===== src/rtl/pp_pkg.sv =====
// Shared definitions for the page permission controller.
// Assumes a word-addressed register space with the table in the upper half.
package pp_pkg;
    typedef enum logic [1:0] {
        ACC_READ  = 2'd0,
        ACC_WRITE = 2'd1,
        ACC_EXEC  = 2'd2,
        ACC_RSVD  = 2'd3
    } acc_kind_e;

    localparam int ATTR_W    = 9;
    localparam logic [ATTR_W-1:0] ATTR_MASK = 9'h13F;
    localparam int BIT_LOCAL = 8;

    localparam logic [3:0] OFF_CMD   = 4'h4;
    localparam logic [3:0] OFF_STAT  = 4'h5;
    localparam logic [3:0] OFF_FADDR = 4'h6;
    localparam logic [3:0] OFF_FSTAT = 4'h7;
    localparam logic [3:0] OFF_FCLR  = 4'h8;

    localparam int CMD_UNLOCK = 0;
    localparam int CMD_LOCK   = 1;
    localparam int CMD_KCLR   = 2;
endpackage


===== src/rtl/pp_keylock.sv =====
// Key registers, reference key and lock flag.
// Assumes key writes and command writes never occur in the same cycle.
module pp_keylock #(
    parameter int KEY_WORDS = 4,
    parameter int KW        = 32,
    localparam int KSW      = $clog2(KEY_WORDS)
) (
    input  logic           clk,
    input  logic           rst_n,
    input  logic           key_we,
    input  logic [KSW-1:0] key_sel,
    input  logic [KW-1:0]  wdata,
    input  logic           cmd_we,
    input  logic [2:0]     cmd,
    output logic           locked
);
    import pp_pkg::*;

    logic [KEY_WORDS-1:0][KW-1:0] key_q;
    logic [KEY_WORDS-1:0][KW-1:0] ref_q;

    // Key words: loaded by software, cleared by the key-reset command.
    always_ff @(posedge clk) begin
        if (!rst_n) begin
            key_q <= '0;
        end else if (cmd_we && cmd[CMD_KCLR]) begin
            key_q <= '0;
        end else if (key_we) begin
            key_q[key_sel] <= wdata;
        end
    end

    // Lock state: lock stores the reference, unlock compares against it.
    always_ff @(posedge clk) begin
        if (!rst_n) begin
            ref_q  <= '0;
            locked <= 1'b0;
        end else if (cmd_we) begin
            if (cmd[CMD_LOCK]) begin
                ref_q  <= key_q;
                locked <= 1'b1;
            end else if (cmd[CMD_UNLOCK] && (key_q == ref_q)) begin
                locked <= 1'b0;
            end
        end
    end
endmodule


===== src/rtl/pp_table.sv =====
// Per-page attribute storage with write gating by the lock.
// Assumes the caller has already range-checked wr_en against NPAGES.
module pp_table #(
    parameter int NPAGES             = 16,
    parameter logic [8:0] RESET_ATTR = 9'h13F,
    localparam int IDXW              = (NPAGES > 1) ? $clog2(NPAGES) : 1,
    localparam int AW                = pp_pkg::ATTR_W
) (
    input  logic                 clk,
    input  logic                 rst_n,
    input  logic                 wr_en,
    input  logic                 locked,
    input  logic [IDXW-1:0]      wr_idx,
    input  logic [AW-1:0]        wr_attr,
    input  logic [IDXW-1:0]      rd_idx,
    input  logic [IDXW-1:0]      lk_idx,
    output logic [AW-1:0]        rd_attr,
    output logic [AW-1:0]        lk_attr,
    output logic [NPAGES*AW-1:0] attr_flat
);
    import pp_pkg::*;

    logic [AW-1:0] ent [NPAGES];

    for (genvar i = 0; i < NPAGES; i++) begin : g_ent
        // One entry: updated only while open and addressed.
        always_ff @(posedge clk) begin
            if (!rst_n) begin
                ent[i] <= RESET_ATTR & ATTR_MASK;
            end else if (wr_en && !locked && (wr_idx == IDXW'(i))) begin
                ent[i] <= wr_attr & ATTR_MASK;
            end
        end
        assign attr_flat[i*AW +: AW] = ent[i];
    end

    // Two read ports: register readback and access lookup.
    always_comb begin
        rd_attr = '0;
        lk_attr = '0;
        if (32'(rd_idx) < NPAGES) rd_attr = ent[rd_idx];
        if (32'(lk_idx) < NPAGES) lk_attr = ent[lk_idx];
    end
endmodule


===== src/rtl/pp_check.sv =====
// Combinational address decode and permission check for one access.
// Assumes the attribute input belongs to the page index it outputs.
module pp_check #(
    parameter int NPAGES          = 16,
    parameter int PAGE_SHIFT      = 12,
    parameter logic [31:0] BASE_ADDR = 32'h0080_0000,
    localparam int IDXW           = (NPAGES > 1) ? $clog2(NPAGES) : 1
) (
    input  logic [31:0]     acc_addr,
    input  logic [1:0]      acc_kind,
    input  logic            acc_super,
    input  logic            acc_local,
    input  logic [8:0]      attr,
    output logic [IDXW-1:0] idx,
    output logic            oor,
    output logic            deny
);
    import pp_pkg::*;

    logic [31:0] offset;
    logic [31:0] page;
    logic        mode_ok;

    // Page index and range test.
    always_comb begin
        offset = acc_addr - BASE_ADDR;
        page   = offset >> PAGE_SHIFT;
        oor    = (acc_addr < BASE_ADDR) || (page >= 32'(NPAGES));
        idx    = page[IDXW-1:0];
    end

    // Mode/kind bit selection, local gate, final verdict.
    always_comb begin
        unique case (acc_kind_e'(acc_kind))
            ACC_READ:  mode_ok = acc_super ? attr[5] : attr[2];
            ACC_WRITE: mode_ok = acc_super ? attr[4] : attr[1];
            ACC_EXEC:  mode_ok = acc_super ? attr[3] : attr[0];
            default:   mode_ok = 1'b0;
        endcase
        deny = oor || !mode_ok || (acc_local && !attr[BIT_LOCAL]);
    end
endmodule


===== src/rtl/pp_fault.sv =====
// First-fault capture with software clear.
// Assumes a denial in a clear cycle should replace the cleared fault.
module pp_fault (
    input  logic        clk,
    input  logic        rst_n,
    input  logic        ev,
    input  logic [31:0] ev_addr,
    input  logic [31:0] ev_stat,
    input  logic        clr,
    output logic        held,
    output logic [31:0] faddr,
    output logic [31:0] fstat
);
    // Capture when free (or being freed), otherwise hold or clear.
    always_ff @(posedge clk) begin
        if (!rst_n) begin
            held  <= 1'b0;
            faddr <= '0;
            fstat <= '0;
        end else if (ev && (!held || clr)) begin
            held  <= 1'b1;
            faddr <= ev_addr;
            fstat <= ev_stat;
        end else if (clr) begin
            held  <= 1'b0;
            faddr <= '0;
            fstat <= '0;
        end
    end
endmodule


===== src/rtl/pgperm_guard.sv =====
// Top: register decode, readback mux and response register.
// Assumes NPAGES <= 2**(RAW-1) so every entry has a register address.
module pgperm_guard #(
    parameter int NPAGES             = 16,
    parameter int PAGE_SHIFT         = 12,
    parameter logic [31:0] BASE_ADDR = 32'h0080_0000,
    parameter logic [8:0] RESET_ATTR = 9'h13F,
    parameter int RAW                = 8,
    localparam int IDXW              = (NPAGES > 1) ? $clog2(NPAGES) : 1,
    localparam int AW                = pp_pkg::ATTR_W
) (
    input  logic           clk,
    input  logic           rst_n,
    input  logic           reg_wr,
    input  logic [RAW-1:0] reg_addr,
    input  logic [31:0]    reg_wdata,
    output logic [31:0]    reg_rdata,
    input  logic           acc_valid,
    input  logic [31:0]    acc_addr,
    input  logic [1:0]     acc_kind,
    input  logic           acc_super,
    input  logic           acc_local,
    output logic           resp_valid,
    output logic           resp_deny,
    output logic           fault_flag
);
    import pp_pkg::*;

    logic                 tbl_hit, tbl_inrange, ctl_hit;
    logic [3:0]           ctl_off;
    logic                 lock_q;
    logic [AW-1:0]        rd_attr, lk_attr;
    logic [NPAGES*AW-1:0] attr_flat;
    logic [IDXW-1:0]      lk_idx;
    logic                 oor, deny;
    logic [31:0]          fault_addr_q, fault_stat_q, ev_stat;

    // Address decode for table and control registers.
    always_comb begin
        tbl_hit     = reg_addr[RAW-1];
        tbl_inrange = 32'(reg_addr[RAW-2:0]) < NPAGES;
        ctl_hit     = !reg_addr[RAW-1] && (reg_addr[RAW-2:4] == '0);
        ctl_off     = reg_addr[3:0];
    end

    pp_keylock #(.KEY_WORDS(4), .KW(32)) u_key (
        .clk     (clk),
        .rst_n   (rst_n),
        .key_we  (reg_wr && ctl_hit && (ctl_off < 4'h4)),
        .key_sel (ctl_off[1:0]),
        .wdata   (reg_wdata),
        .cmd_we  (reg_wr && ctl_hit && (ctl_off == OFF_CMD)),
        .cmd     (reg_wdata[2:0]),
        .locked  (lock_q)
    );

    pp_table #(.NPAGES(NPAGES), .RESET_ATTR(RESET_ATTR)) u_tab (
        .clk       (clk),
        .rst_n     (rst_n),
        .wr_en     (reg_wr && tbl_hit && tbl_inrange),
        .locked    (lock_q),
        .wr_idx    (reg_addr[IDXW-1:0]),
        .wr_attr   (reg_wdata[AW-1:0]),
        .rd_idx    (reg_addr[IDXW-1:0]),
        .lk_idx    (lk_idx),
        .rd_attr   (rd_attr),
        .lk_attr   (lk_attr),
        .attr_flat (attr_flat)
    );

    pp_check #(.NPAGES(NPAGES), .PAGE_SHIFT(PAGE_SHIFT), .BASE_ADDR(BASE_ADDR)) u_chk_logic (
        .acc_addr  (acc_addr),
        .acc_kind  (acc_kind),
        .acc_super (acc_super),
        .acc_local (acc_local),
        .attr      (lk_attr),
        .idx       (lk_idx),
        .oor       (oor),
        .deny      (deny)
    );

    // Fault status word: kind, mode, origin, range, valid.
    always_comb begin
        ev_stat      = '0;
        ev_stat[1:0] = acc_kind;
        ev_stat[2]   = acc_super;
        ev_stat[3]   = acc_local;
        ev_stat[4]   = oor;
        ev_stat[8]   = 1'b1;
    end

    pp_fault u_flt (
        .clk     (clk),
        .rst_n   (rst_n),
        .ev      (acc_valid && deny),
        .ev_addr (acc_addr),
        .ev_stat (ev_stat),
        .clr     (reg_wr && ctl_hit && (ctl_off == OFF_FCLR)),
        .held    (fault_flag),
        .faddr   (fault_addr_q),
        .fstat   (fault_stat_q)
    );

    // Response register: verdict one edge after the access.
    always_ff @(posedge clk) begin
        if (!rst_n) begin
            resp_valid <= 1'b0;
            resp_deny  <= 1'b0;
        end else begin
            resp_valid <= acc_valid;
            resp_deny  <= acc_valid && deny;
        end
    end

    // Register readback; key words read as zero.
    always_comb begin
        reg_rdata = '0;
        if (tbl_hit) begin
            if (tbl_inrange) reg_rdata[AW-1:0] = rd_attr;
        end else if (ctl_hit) begin
            unique case (ctl_off)
                OFF_STAT:  reg_rdata[0] = lock_q;
                OFF_FADDR: reg_rdata    = fault_addr_q;
                OFF_FSTAT: reg_rdata    = fault_stat_q;
                default:   reg_rdata    = '0;
            endcase
        end
    end
endmodule


===== config.mk =====
export PLATFORM = sky130hd
export DESIGN_NAME = pgperm_guard
export DESIGN_NICKNAME = d
export VERILOG_FILES = /design/src/rtl/pp_pkg.sv /design/src/rtl/pp_keylock.sv /design/src/rtl/pp_table.sv /design/src/rtl/pp_check.sv /design/src/rtl/pp_fault.sv /design/src/rtl/pgperm_guard.sv
export SDC_FILE = /design/constraint.sdc
export NUM_CORES = 1
export LEC_CHECK = 0
export ABC_AREA = 1
export CAP_MARGIN = 20
export CELL_PAD_IN_SITES_DETAIL_PLACEMENT = 1
export CELL_PAD_IN_SITES_GLOBAL_PLACEMENT = 1
export CORE_UTILIZATION = 28
export CTS_BUF_LIST = sky130_fd_sc_hd__clkbuf_4
export DETAILED_ROUTE_END_ITERATION = 6
export HOLD_SLACK_MARGIN = 0.02
export PLACE_DENSITY_LB_ADDON = 0.1
export SYNTH_ARGS = -nofsm -noshare
export SYNTH_HDL_FRONTEND = slang
export SYNTH_SLANG_ARGS = --single-unit

===== constraint.sdc =====
create_clock -name clk -period 3.4 [get_ports clk]
set_clock_uncertainty 0.2 [all_clocks]
set_input_delay 0.68 -clock clk [delete_from_list [all_inputs] [get_ports clk]]
set_output_delay 0.68 -clock clk [all_outputs]
set_load 0.005 [all_outputs]

==> results.md, run 1 <==
- Internal power: 0.00793 W
- Mapped cell area: 0.0185 mm^2
- Post-DRT Antenna Nets: 0
- Starting Density: 28.5%
- Total CTS buffers: 118
- First-pass GRT wire length: 114000 um
- Largest cells by area after synthesis: dfxtp_1 32%, edfxtp_1 18%, nand2_1 13%
- Combinational share of power: 8.2%
- FFs w/ async S/R, synth: 0%
- Cell breakdown of the critical path: dlygate4sd2_1 -> buf_4 -> nor2_4 -> bufbuf_16 -> a22oi_1 -> a21oi_1 -> nor4_2 -> buf_4 -> o21ai_1 -> clkdlybuf4s15_2
- Peak supply drop: 268 uV
- Yosys warning count: 0
- Clk sinks: 409
- Count leader, synth: nand2_1
- Post-synth top cells: 636 x nand2_1, 297 x dfxtp_1, 223 x nor2_1
- Final Max Slew Viols: 0
- Final setup margin: 0.0703 ns
- Ys flop type: dfxtp_1
- Worst-Skew Late Latency: 0.92 ns
- Final Hold Viols: 0
- Slowest CP cell: bufbuf_16
- Most used cell, CP: buf_4
- EDFF count, synth: 112
- Count of final setup violators: 0
- Leakage: 8.98 nW
- Period utilization: 97.9%
- Drt total wl: 74800 um
- DR iter-0 viols: 899
- Die span in y: 259 um
- Worst slew margin: 33.3%
- Sw Ratio: 26.6%
- Total congestion overflow: 0
- CTS tree: done
- RSZ-0062 raised after global routing: true
- Largest net degree at the start of global routing: 68
- Status: finished, final reports clean
- Max Freq: 300 MHz
- R2r setup slk: 1.10 ns
- Cell taking the most area after synthesis: dfxtp_1
- Via/cell ratio: 4.93
- Yosys top cell area share: 32.1%
- Port bufs: 114
- Register area share after synthesis: 50.3%
- Die Wd: 259 um
- Startpoint types: input pin
- Longest Clk Path Bufs: 3
- H-Tree Depth: 3
- # placed instances: 3327
- Setup crit end kind: output pin
- CP max FO: 11
- Net count reported at finish: 2684
- Gpl congestion: 0.890
- Mean post-synth cell area: 7.91 um^2
- CTS clk-pin slew, worst paths: 0.07 ns
- Initial antenna violation count: 2
- Non-Filler Instances: 3555
- DRT Pass-1 Iters: 7
- Min cycle time layout: 3.33 ns
- Row Count: 93
- Crit path kind: input pin to output pin
- HP Class: input pin to register
- DRC viols: 0
- CP required: 2.52 ns
- Core box area: 0.0649 mm^2
- Boundary Pins: 115
- Vias in the first global route: 18.5k
- GRT Total Usage: 22.4%
- Final HPWL DP: 53200 um
- Part of the power in registers: 48.3%
- Worst Max-Slew Pin Slew: 1.00 ns
- P&R area growth vs syn: 28.1%
- Die area: 0.0672 mm^2
- CTS Root Cell: clkbuf_4
- Mapped Nets: 2422
- Psw: 0.00287 W
- Share of cells above drive strength 1: 18.1%
- DP Worst Slack: -0.676 ns
- Clock group share of total power: 43.5%
- WL/cell: 21.0 um
- Synth cell types: 46
- Synth Register Bits: 409
- Critical path's largest stage delay: 0.33 ns
- Post-Syn Instances: 2341
- Pwr dens: 455 mW/mm^2
- WP data arrival: 2.45 ns
- Vias: 17.5k
- Max-cap check violation count: 0
==> worst paths after layout <==
kind                                 start                            end  cells past startpoint
max                            reg_addr[0]                   reg_rdata[5]                     10
min                           acc_addr[11]   u_flt.faddr[11]$_SDFFE_PN0P_                      3
max reg2reg  u_tab.ent[7][5]$_SDFFCE_PN1P_    u_flt.faddr[4]$_SDFFE_PN0P_                     13
min reg2reg  u_key.key_q[115]$_SDFFE_PP0P_  u_key.key_q[115]$_SDFFE_PP0P_                      2
==> metrics by stage <==
stage                     total power [W]  setup TNS [ns]  hold slack (ns)  util (%)  instance area (um^2)
after floorplan                   0.00565               0            0.245         -                 18500
after global placement            0.00615          -49.93            0.252      33.6                 21800
after detailed placement          0.00615          -58.10            0.259      33.6                 21800
after CTS                          0.0110         -0.0362           0.0739      36.3                 23600
after global routing               0.0113         -0.0454           0.0759      36.5                 23700
final                              0.0108               0            0.190      36.5                 23700
==> repair_timing <==
action	in CTS	in global routing
hold buffers	1	0
setup buffers	6	2
hold endpoints to repair	7	0
endpoints found under the setup margin	32	27
gates cloned	2	1
gates resized for setup	77	22
pin swaps	27	7
==> power by group through the flow <==
stage               Sequential, W  Combinational, W  Clock [W]
floorplan                 0.00525          0.000399          0
global placement          0.00532          0.000828          0
detailed placement        0.00531          0.000838          0
CTS                       0.00521          0.000883    0.00488
global route              0.00521          0.000957    0.00517
finish                    0.00521          0.000890    0.00470
==> cell families (layout without fill, tap and decap cells) <==
| group | Yosys count | after routing | share of synthesized area [%] |
|---|---|---|---|
| AO/OA/AOI/OAI | 497 | 497 | 15.8 |
| XOR/XNOR | 47 | 47 | 2.22 |
| adder cells (fa/ha/maj) | 1 | 1 | 0.0676 |
| buffers and inverters | 282 | 633 | 6.56 |
| flip-flops | 409 | 409 | 50.3 |
| other | 0 | 8 | 0 |
| AND/OR/NAND/NOR | 1105 | 1105 | 25.1 |
==> critical path: cells and delay by family <==
kind | cells | cell delay (ns)
simple gates | 2 | 0.24
compound gates | 3 | 0.38
buf+inv | 5 | 1.14
==> state kept, by name, summed over array words and instances, names as in the netlist <==
name,cells
u_key.locked,1
u_flt.held,1
u_flt.faddr,32
u_key.key_q,128
resp_deny,1
u_flt.fstat,5
u_tab.ent,112
u_key.ref_q,128
resp_valid,1
==> placed cells by master, fill, tap and decap left out, drive strengths merged, types with 2 or more instances in the layout <==
cell,netlist,final
nand2,638,638
dfxtp,297,297
a21oi,231,231
nor2,224,224
clkbuf,77,176
buf,69,176
nand3,167,167
inv,134,135
o21ai,114,114
edfxtp,112,112
clkdlybuf4s50,0,98
a22oi,59,59
a211oi,50,50
nor3,34,34
clkinv,2,33
xor2,31,31
o22ai,26,26
nand4,17,17
xnor2,16,16
or2,12,12
nor4,11,11
diode,0,8
o2111ai,5,5
dlygate4sd2,0,5
o211ai,5,5
a22o,3,3
clkdlybuf4s15,0,3
clkinvlp,0,2
bufinv,0,2
==> layer usage <==
layer,vias to the layer above,wire (um),GRT usage [%]
met1,8630,33800,28.4
met4,0,1740,6.49
met3,113,2510,3.61
met2,328,36700,38.9
met5,-,0,0
li1,8467,-,-
==> final cells by class <==
type / instances / area [um^2]
fill: 7770 / 41200
sequential: 409 / 9310
multi-input combinational: 1650 / 8280
timing repair buffer: 288 / 2990
clock buffer: 173 / 1300
tap: 855 / 1070
inverter: 136 / 527
clock inverter: 36 / 215
antenna: 8 / 20.0
No activity file was read; power rests on OpenSTA's default activity.
==> run 2: changes to the inputs <==
--- a/config.mk
+++ b/config.mk
@@ -14,6 +14,7 @@
 export DETAILED_ROUTE_END_ITERATION = 6
 export HOLD_SLACK_MARGIN = 0.02
 export PLACE_DENSITY_LB_ADDON = 0.1
+export RECOVER_POWER = 100
 export SYNTH_ARGS = -nofsm -noshare
 export SYNTH_HDL_FRONTEND = slang
 export SYNTH_SLANG_ARGS = --single-unit
==> run 2 against run 1 <==
The flow now finishes with violations (capacitance limit, slew limit). Combinational power fell by 3.8%. Fmax about the same. Final cell count did not move. Sequential power hardly changed. Register-to-register slack worse by 0.24 ns.
==> results.md, run 2 (synthesized netlist as in run 1, its figures left out) <==
- Psw: 0.00285 W (was 0.00287 W)
- Row Count: 93 (unchanged)
- Die area: 0.0672 mm^2 (unchanged)
- Startpoint types: input pin (unchanged)
- Setup crit end kind: output pin (unchanged)
- Port bufs: 114 (unchanged)
- CTS Root Cell: clkbuf_4 (unchanged)
- Area of the multi-input gates: 0.00817 mm^2 (was 0.00828 mm^2)
- Final HPWL DP: 53200 um (unchanged)
- Cell breakdown of the critical path: dlygate4sd2_1 -> buf_4 -> nor2_4 -> buf_12 -> buf_4 -> a22oi_2 -> a21oi_2 -> nor4_2 -> buf_4 -> o211ai_1 -> buf_2 (was dlygate4sd2_1 -> buf_4 -> nor2_4 -> bufbuf_16 -> a22oi_1 -> a21oi_1 -> nor4_2 -> buf_4 -> o21ai_1 -> clkdlybuf4s15_2)
- Status: finished, violations left (was finished, final reports clean)
- WL/cell: 21.1 um (was 21.0 um)
- R2r setup slk: 0.86 ns (was 1.10 ns)
- DR iter-0 viols: 799 (was 899)
- Worst Max-Slew Pin Slew: 1.62 ns (was 1.00 ns)
- Violations in the final reports: capacitance limit, slew limit
- Most frequent cells in the layout: 636 x nand2_1, 297 x dfxtp_1, 212 x nor2_1, 206 x a21oi_1, 175 x clkbuf_4 (was 634 x nand2_1, 297 x dfxtp_1, 211 x nor2_1, 204 x a21oi_1, 173 x clkbuf_4)
- Count of final setup violators: 0 (unchanged)
- Worst Hold Depth: 4 (was 3)
- Initial antenna violation count: 2 (unchanged)
- Most used cell, CP: buf_4 (unchanged)
- Boundary Pins: 115 (unchanged)
- Max Freq: 300 MHz (about the same)
- Max-cap check violation count: 1 (was 0)
- Clk sinks: 409 (unchanged)
- P&R area growth vs syn: 25.4% (was 28.1%)
- CP max FO: 5 (was 11)
- Hold EP: u_flt.faddr[12]$_SDFFE_PN0P_ (was u_flt.faddr[11]$_SDFFE_PN0P_)
- Part of the power in registers: 48.4% (was 48.3%)
- Critical path's largest stage delay: 0.27 ns (was 0.33 ns)
- Period utilization: 98.0% (was 97.9%)
- Top flop regs: u_key.key_q x128, u_key.ref_q x128, u_tab.ent x112 (unchanged)
- Core box area: 0.0649 mm^2 (unchanged)
- # placed instances: 3327 (unchanged)
- Worst R2R End: u_tab.ent[14][2]$_SDFFCE_PN1P_ (was u_flt.faddr[4]$_SDFFE_PN0P_)
- Final setup margin: 0.0671 ns (was 0.0703 ns)
- Slowest CP cell: dlygate4sd2_1 (was bufbuf_16)
- Total congestion overflow: 0 (unchanged)
- Share of cells above drive strength 1: 15.5% (was 18.1%)
- Post-DRT Antenna Nets: 0 (unchanged)
- GRT Total Usage: 22.4% (unchanged)
- CTS clk-pin slew, worst paths: 0.07 ns (about the same)
- Critical path buffers and inverters: 6 (was 5)
- Commonest non-fill, non-tap cell in the layout: nand2_1 (unchanged)
- DRC viols: 0 (unchanged)
- Origin of the critical flop-to-flop path: u_key.locked$_SDFFE_PN0P_ (was u_tab.ent[7][5]$_SDFFCE_PN1P_)
- Die span in y: 259 um (unchanged)
- Crit path kind: input pin to output pin (unchanged)
- Non-Filler Instances: 3555 (unchanged)
- Leakage: 8.75 nW (was 8.98 nW)
- Fin util: 35.8% (was 36.5%)
- Drt total wl: 74900 um (was 74800 um)
- Worst-Skew Late Latency: 0.93 ns (was 0.92 ns)
- Min cycle time layout: 3.33 ns (about the same)
- H-Tree Depth: 3 (unchanged)
- Pwr dens: 463 mW/mm^2 (was 455 mW/mm^2)
- Sw Ratio: 26.5% (was 26.6%)
- Gpl congestion: 0.890 (unchanged)
- HP Class: input pin to register (unchanged)
- DP Worst Slack: -0.676 ns (unchanged)
- CP required: 2.52 ns (about the same)
- Largest net degree at the start of global routing: 68 (unchanged)
- CP delay by family, top: buffers and inverters (unchanged)
- First-pass GRT wire length: 114000 um (unchanged)
- Die Wd: 259 um (unchanged)
- Clock group share of total power: 43.6% (was 43.5%)
- Via/cell ratio: 4.94 (was 4.93)
- Internal power: 0.00791 W (was 0.00793 W)
- Longest Clk Path Bufs: 3 (unchanged)
- Combinational share of power: 8.0% (was 8.2%)
- Worst hold start: acc_addr[12] (was acc_addr[11])
- FF/Latch Area: 0.00931 mm^2 (unchanged)
- R2R depth: 7 (was 13)
- RSZ-0062 raised after global routing: true (unchanged)
- Net count reported at finish: 2684 (unchanged)
- WP data arrival: 2.45 ns (about the same)
- Starting Density: 28.5% (unchanged)
- Setup tns final: 0 ns (unchanged)
- Power, Total: 0.0108 W (about the same)
- Vias: 17.6k (was 17.5k)
- Fillers: 7834 (was 7770)
- Final Max Slew Viols: 68 (was 0)
- Peak supply drop: 268 uV (about the same)
- Total CTS buffers: 118 (unchanged)
- Worst slew margin: -7.76% (was 33.3%)
- DRT Pass-1 Iters: 5 (was 7)
- Vias in the first global route: 18.5k (unchanged)
- CTS tree: done (unchanged)
- Final Hold Viols: 0 (unchanged)
==> run 2: power by group through the flow <==
stage / clock (W) / sequential (W) / combinational (W)
finish: 0.00469 / 0.00521 / 0.000856
global route: 0.00517 / 0.00521 / 0.000924
CTS: 0.00488 / 0.00521 / 0.000883
detailed placement: 0 / 0.00531 / 0.000838
global placement: 0 / 0.00532 / 0.000828
floorplan: 0 / 0.00525 / 0.000399
==> run 2: how the worst max path moves through the flow <==
| stage | from | end | depth (start not counted) |
|---|---|---|---|
| 2_1_floorplan | reg_addr[0] | reg_rdata[2] | 7 |
| 3_3_place_gp | reg_addr[0] | reg_rdata[4] | 11 |
| 3_5_place_dp | reg_addr[1] | reg_rdata[0] | 10 |
| 4_1_cts | u_tab.ent[14][4]$_SDFFCE_PN1P_ | reg_rdata[4] | 6 |
| 5_1_grt | reg_addr[0] | reg_rdata[5] | 10 |
| 6_report | reg_addr[0] | reg_rdata[4] | 11 |
==> run 2: layout make-up <==
class / instances / share of cell area, %
antenna: 8 / 0.0862
tap: 855 / 4.61
timing repair buffer: 288 / 11.2
inverter: 136 / 2.26
clock inverter: 36 / 0.927
multi-input combinational: 1650 / 35.2
clock buffer: 173 / 5.59
sequential: 409 / 40.1
==> run 2: per-layer routing <==
layer	part of all wire, %	up-vias	wire (um)	track usage [%]
met5	0	-	0	0
met4	2.3	0	1740	6.49
met3	3.3	112	2460	3.61
met2	49	317	36900	38.9
met1	45	8671	33700	28.4
li1	-	8469	-	-
==> run 2: metrics by stage <==
| stage | hold WS (ns) | instance area, um^2 |
|---|---|---|
| 5_1_grt | 0.0761 | 23200 |
| 2_1_floorplan | 0.245 | 18500 |
| 3_5_place_dp | 0.259 | 21800 |
| 6_report | 0.181 | 23200 |
| 4_1_cts | 0.0739 | 23600 |
| 3_3_place_gp | 0.252 | 21800 |
==> run 2: what timing repair did <==
action	4_1_cts	5_1_grt
pin swaps	27	7
gates cloned	2	1
resized for setup	77	22
hold buffers	1	0
setup endpoints to repair	32	27
endpoints found under the hold margin	7	0
setup buffers	6	2
==> run 2: worst reg2reg max path: stages (launching register included) <==
cell and delay, ns:
dfxtp_1 0.36, nor3_1 0.30, clkinv_1 0.23, nor2_1 0.13
clkbuf_1 0.30, inv_1 0.11, o21ai_0 0.18, clkbuf_1 0.42
==> run 3: changes to the inputs <==
--- a/config.mk
+++ b/config.mk
@@ -9,6 +9,7 @@
 export CAP_MARGIN = 20
 export CELL_PAD_IN_SITES_DETAIL_PLACEMENT = 1
 export CELL_PAD_IN_SITES_GLOBAL_PLACEMENT = 1
+export CORE_ASPECT_RATIO = 1.5
 export CORE_UTILIZATION = 28
 export CTS_BUF_LIST = sky130_fd_sc_hd__clkbuf_4
 export DETAILED_ROUTE_END_ITERATION = 6
==> run 3 against run 2 <==
The run still ends with capacitance limit, slew limit left. Count of clock-buffer cells in the layout decreased by 10. Wire length up 1.8%. First-iteration DRC count increased by 9.1%. Fmax shrank 1.5%. Clock power barely moved. Via count is 0.27% lower. Non-clock buffer count down 14. Sequential share of layout area decreased by 0.23 points. Critical path depth down 3. Critical endpoint is now reg_rdata[30]. Highest routed layer unchanged.
==> results.md, run 3 (synthesized netlist as in run 1, its figures left out) <==
- Initial antenna violation count: 2 (unchanged)
- Most frequent cells in the layout: 634 x nand2_1, 297 x dfxtp_1, 214 x nor2_1, 201 x a21oi_1, 163 x clkbuf_4 (was 636 x nand2_1, 297 x dfxtp_1, 212 x nor2_1, 206 x a21oi_1, 175 x clkbuf_4)
- Pwr dens: 461 mW/mm^2 (was 463 mW/mm^2)
- Die area: 0.0672 mm^2 (about the same)
- HP Class: input pin to register (unchanged)
- Leakage: 8.85 nW (was 8.75 nW)
- Max Freq: 296 MHz (was 300 MHz)
- Max-cap check violation count: 1 (unchanged)
- Worst slew margin: -68.4% (was -7.76%)
- Min cycle time layout: 3.38 ns (was 3.33 ns)
- Non-Filler Instances: 3547 (was 3555)
- Period utilization: 99.5% (was 98.0%)
- Startpoint types: input pin (unchanged)
- Vias: 17.5k (was 17.6k)
- GRT Total Usage: 22.9% (was 22.4%)
- CP required: 2.52 ns (about the same)
- Row Count: 115 (was 93)
- Worst hold start: rst_n (was acc_addr[12])
- CTS tree: done (unchanged)
- Count of final setup violators: 0 (unchanged)
- Clk sinks: 409 (unchanged)
- Die span in y: 317 um (was 259 um)
- CP max FO: 4 (was 5)
- Gpl congestion: 0.889 (was 0.890)
- Longest Clk Path Bufs: 3 (unchanged)
- Starting Density: 28.3% (was 28.5%)
- Violations in the final reports: capacitance limit, slew limit (unchanged)
- Post-DP Area: 0.0216 mm^2 (was 0.0218 mm^2)
- CTS Root Cell: clkbuf_4 (unchanged)
- Largest net degree at the start of global routing: 98 (was 68)
- Setup crit end kind: output pin (unchanged)
- CTS clk-pin slew, worst paths: 0.06 ns (was 0.07 ns)
- Port bufs: 114 (unchanged)
- Worst Max-Slew Pin Slew: 2.53 ns (was 1.62 ns)
- Drt total wl: 76200 um (was 74900 um)
- Top sig layer: met4 (unchanged)
- DRT met1 WL: 30500 um (was 33700 um)
- Total congestion overflow: 0 (unchanged)
- P&R area growth vs syn: 26.1% (was 25.4%)
- Top flop regs: u_key.key_q x128, u_key.ref_q x128, u_tab.ent x112 (unchanged)
- Share of cells above drive strength 1: 17.1% (was 15.5%)
- Final HPWL DP: 53800 um (was 53200 um)
- WL/cell: 21.5 um (was 21.1 um)
- Crit path kind: input pin to output pin (unchanged)
- # placed instances: 3335 (was 3327)
- Final Hold Viols: 0 (unchanged)
- Worst-Skew Late Latency: 0.91 ns (was 0.93 ns)
- Net count reported at finish: 2661 (was 2684)
- Origin of the critical flop-to-flop path: u_tab.ent[1][4]$_SDFFCE_PN1P_ (was u_key.locked$_SDFFE_PN0P_)
- Core box area: 0.0655 mm^2 (was 0.0649 mm^2)
- Power, Total: 0.0108 W (about the same)
- Met2 WL post-DR: 40600 um (was 36900 um)
- Boundary Pins: 115 (unchanged)
- Total CTS buffers: 109 (was 118)
- Post-route cell area: 0.0233 mm^2 (was 0.0232 mm^2)
- WP data arrival: 2.50 ns (was 2.45 ns)
- Metal3 WL: 2610 um (was 2460 um)
- First-pass GRT wire length: 114000 um (about the same)
- Die Wd: 212 um (was 259 um)
- Post-DRT Antenna Nets: 0 (unchanged)
- H-Tree Depth: 3 (unchanged)
- Peak supply drop: 213 uV (was 268 uV)
- Via/cell ratio: 4.94 (about the same)
- RSZ-0062 raised after global routing: true (unchanged)
- Commonest non-fill, non-tap cell in the layout: nand2_1 (unchanged)
- DRT Pass-1 Iters: 5 (unchanged)
- DR iter-0 viols: 872 (was 799)
- Vias in the first global route: 18.2k (was 18.5k)
- Final Max Slew Viols: 98 (was 68)
- CP startpoint: reg_addr[6] (was reg_addr[0])
- Status: finished, violations left (unchanged)
- DRC viols: 0 (unchanged)
-- run 3: cell count changes in the layout (fill, tap and decap cells not counted), moves of 5 or more --
cell      delta
clkinv_1     -8
a22oi_2      -6
nand3_1     -14
a21oi_2      +5
nand3_2     +14
buf_4       +42
a22oi_1      +6
clkbuf_4    -12
a21oi_1      -5
clkinv_2     +5
clkbuf_2    -14
clkbuf_1    -42
buf_12       +6
-- run 3: final cells by class --
cell class | instances | area [um^2]
clock inverter | 33 | 241
tap | 877 | 1100
multi-input combinational | 1650 | 8230
sequential | 409 | 9310
antenna | 5 | 12.5
timing repair buffer | 274 | 2710
clock buffer | 163 | 1220
fill | 7948 | 42100
inverter | 136 | 523
-- run 3: worst max-delay path: stages --
cell and delay [ns]:
clkdlybuf4s50_1 0.41, nor3_2 0.23, nand2_2 0.15, nor2_2 0.16
buf_4 0.13, inv_1 0.11, nor2_1 0.11, clkdlybuf4s50_1 0.52
-- run 3: path summary, 6_finish.rpt --
path | endpoint | slack (ns) | cells after the start
worst min-delay path | u_flt.fstat[2]$_SDFFE_PN0P_ | 0.10 | 3
worst min register to register | u_key.key_q[65]$_SDFFE_PP0P_ | 0.26 | 2
worst max-delay path | reg_rdata[30] | 0.02 | 8
worst max register to register | u_flt.faddr[23]$_SDFFE_PN0P_ | 1.06 | 13
-- run 3: timing repair --
action	in CTS	in global routing
cloned	1	0
gates resized for setup	74	13
hold buffers	0	0
pin swaps	36	13
setup endpoints to repair	32	8
setup buffers	7	3
hold endpoints to repair	0	0
-- run 3: per-stage QoR --
stage | hold WS [ns] | worst slack, ns | util, % | TNS (ns)
2_1_floorplan | 0.245 | 0.541 | - | 0
3_3_place_gp | 0.254 | -0.520 | 33.0 | -9.98
3_5_place_dp | 0.257 | -0.550 | 33.0 | -12.69
4_1_cts | 0.0446 | -0.0793 | 35.6 | -0.311
5_1_grt | 0.0719 | -0.0894 | 35.7 | -0.280
6_report | 0.104 | 0.0160 | 35.7 | 0
-- run 3: power breakdown --
| part | leakage (nW) | total (W) | internal [W] | switching, W |
|---|---|---|---|---|
| logic | 4.45 | 0.000878 | 0.000342 | 0.000536 |
| clock network | 0.872 | 0.00467 | 0.00249 | 0.00218 |
| registers | 3.53 | 0.00521 | 0.00510 | 0.000109 |
| total | 8.85 | 0.0108 | 0.00793 | 0.00283 |
-- run 3: routing by layer --
| metal | track usage [%] | vias to the layer above |
|---|---|---|
| met5 | 0 | - |
| met4 | 9.24 | 0 |
| met3 | 3.28 | 141 |
| met2 | 43.0 | 370 |
| met1 | 25.5 | 8610 |
| li1 | - | 8400 |
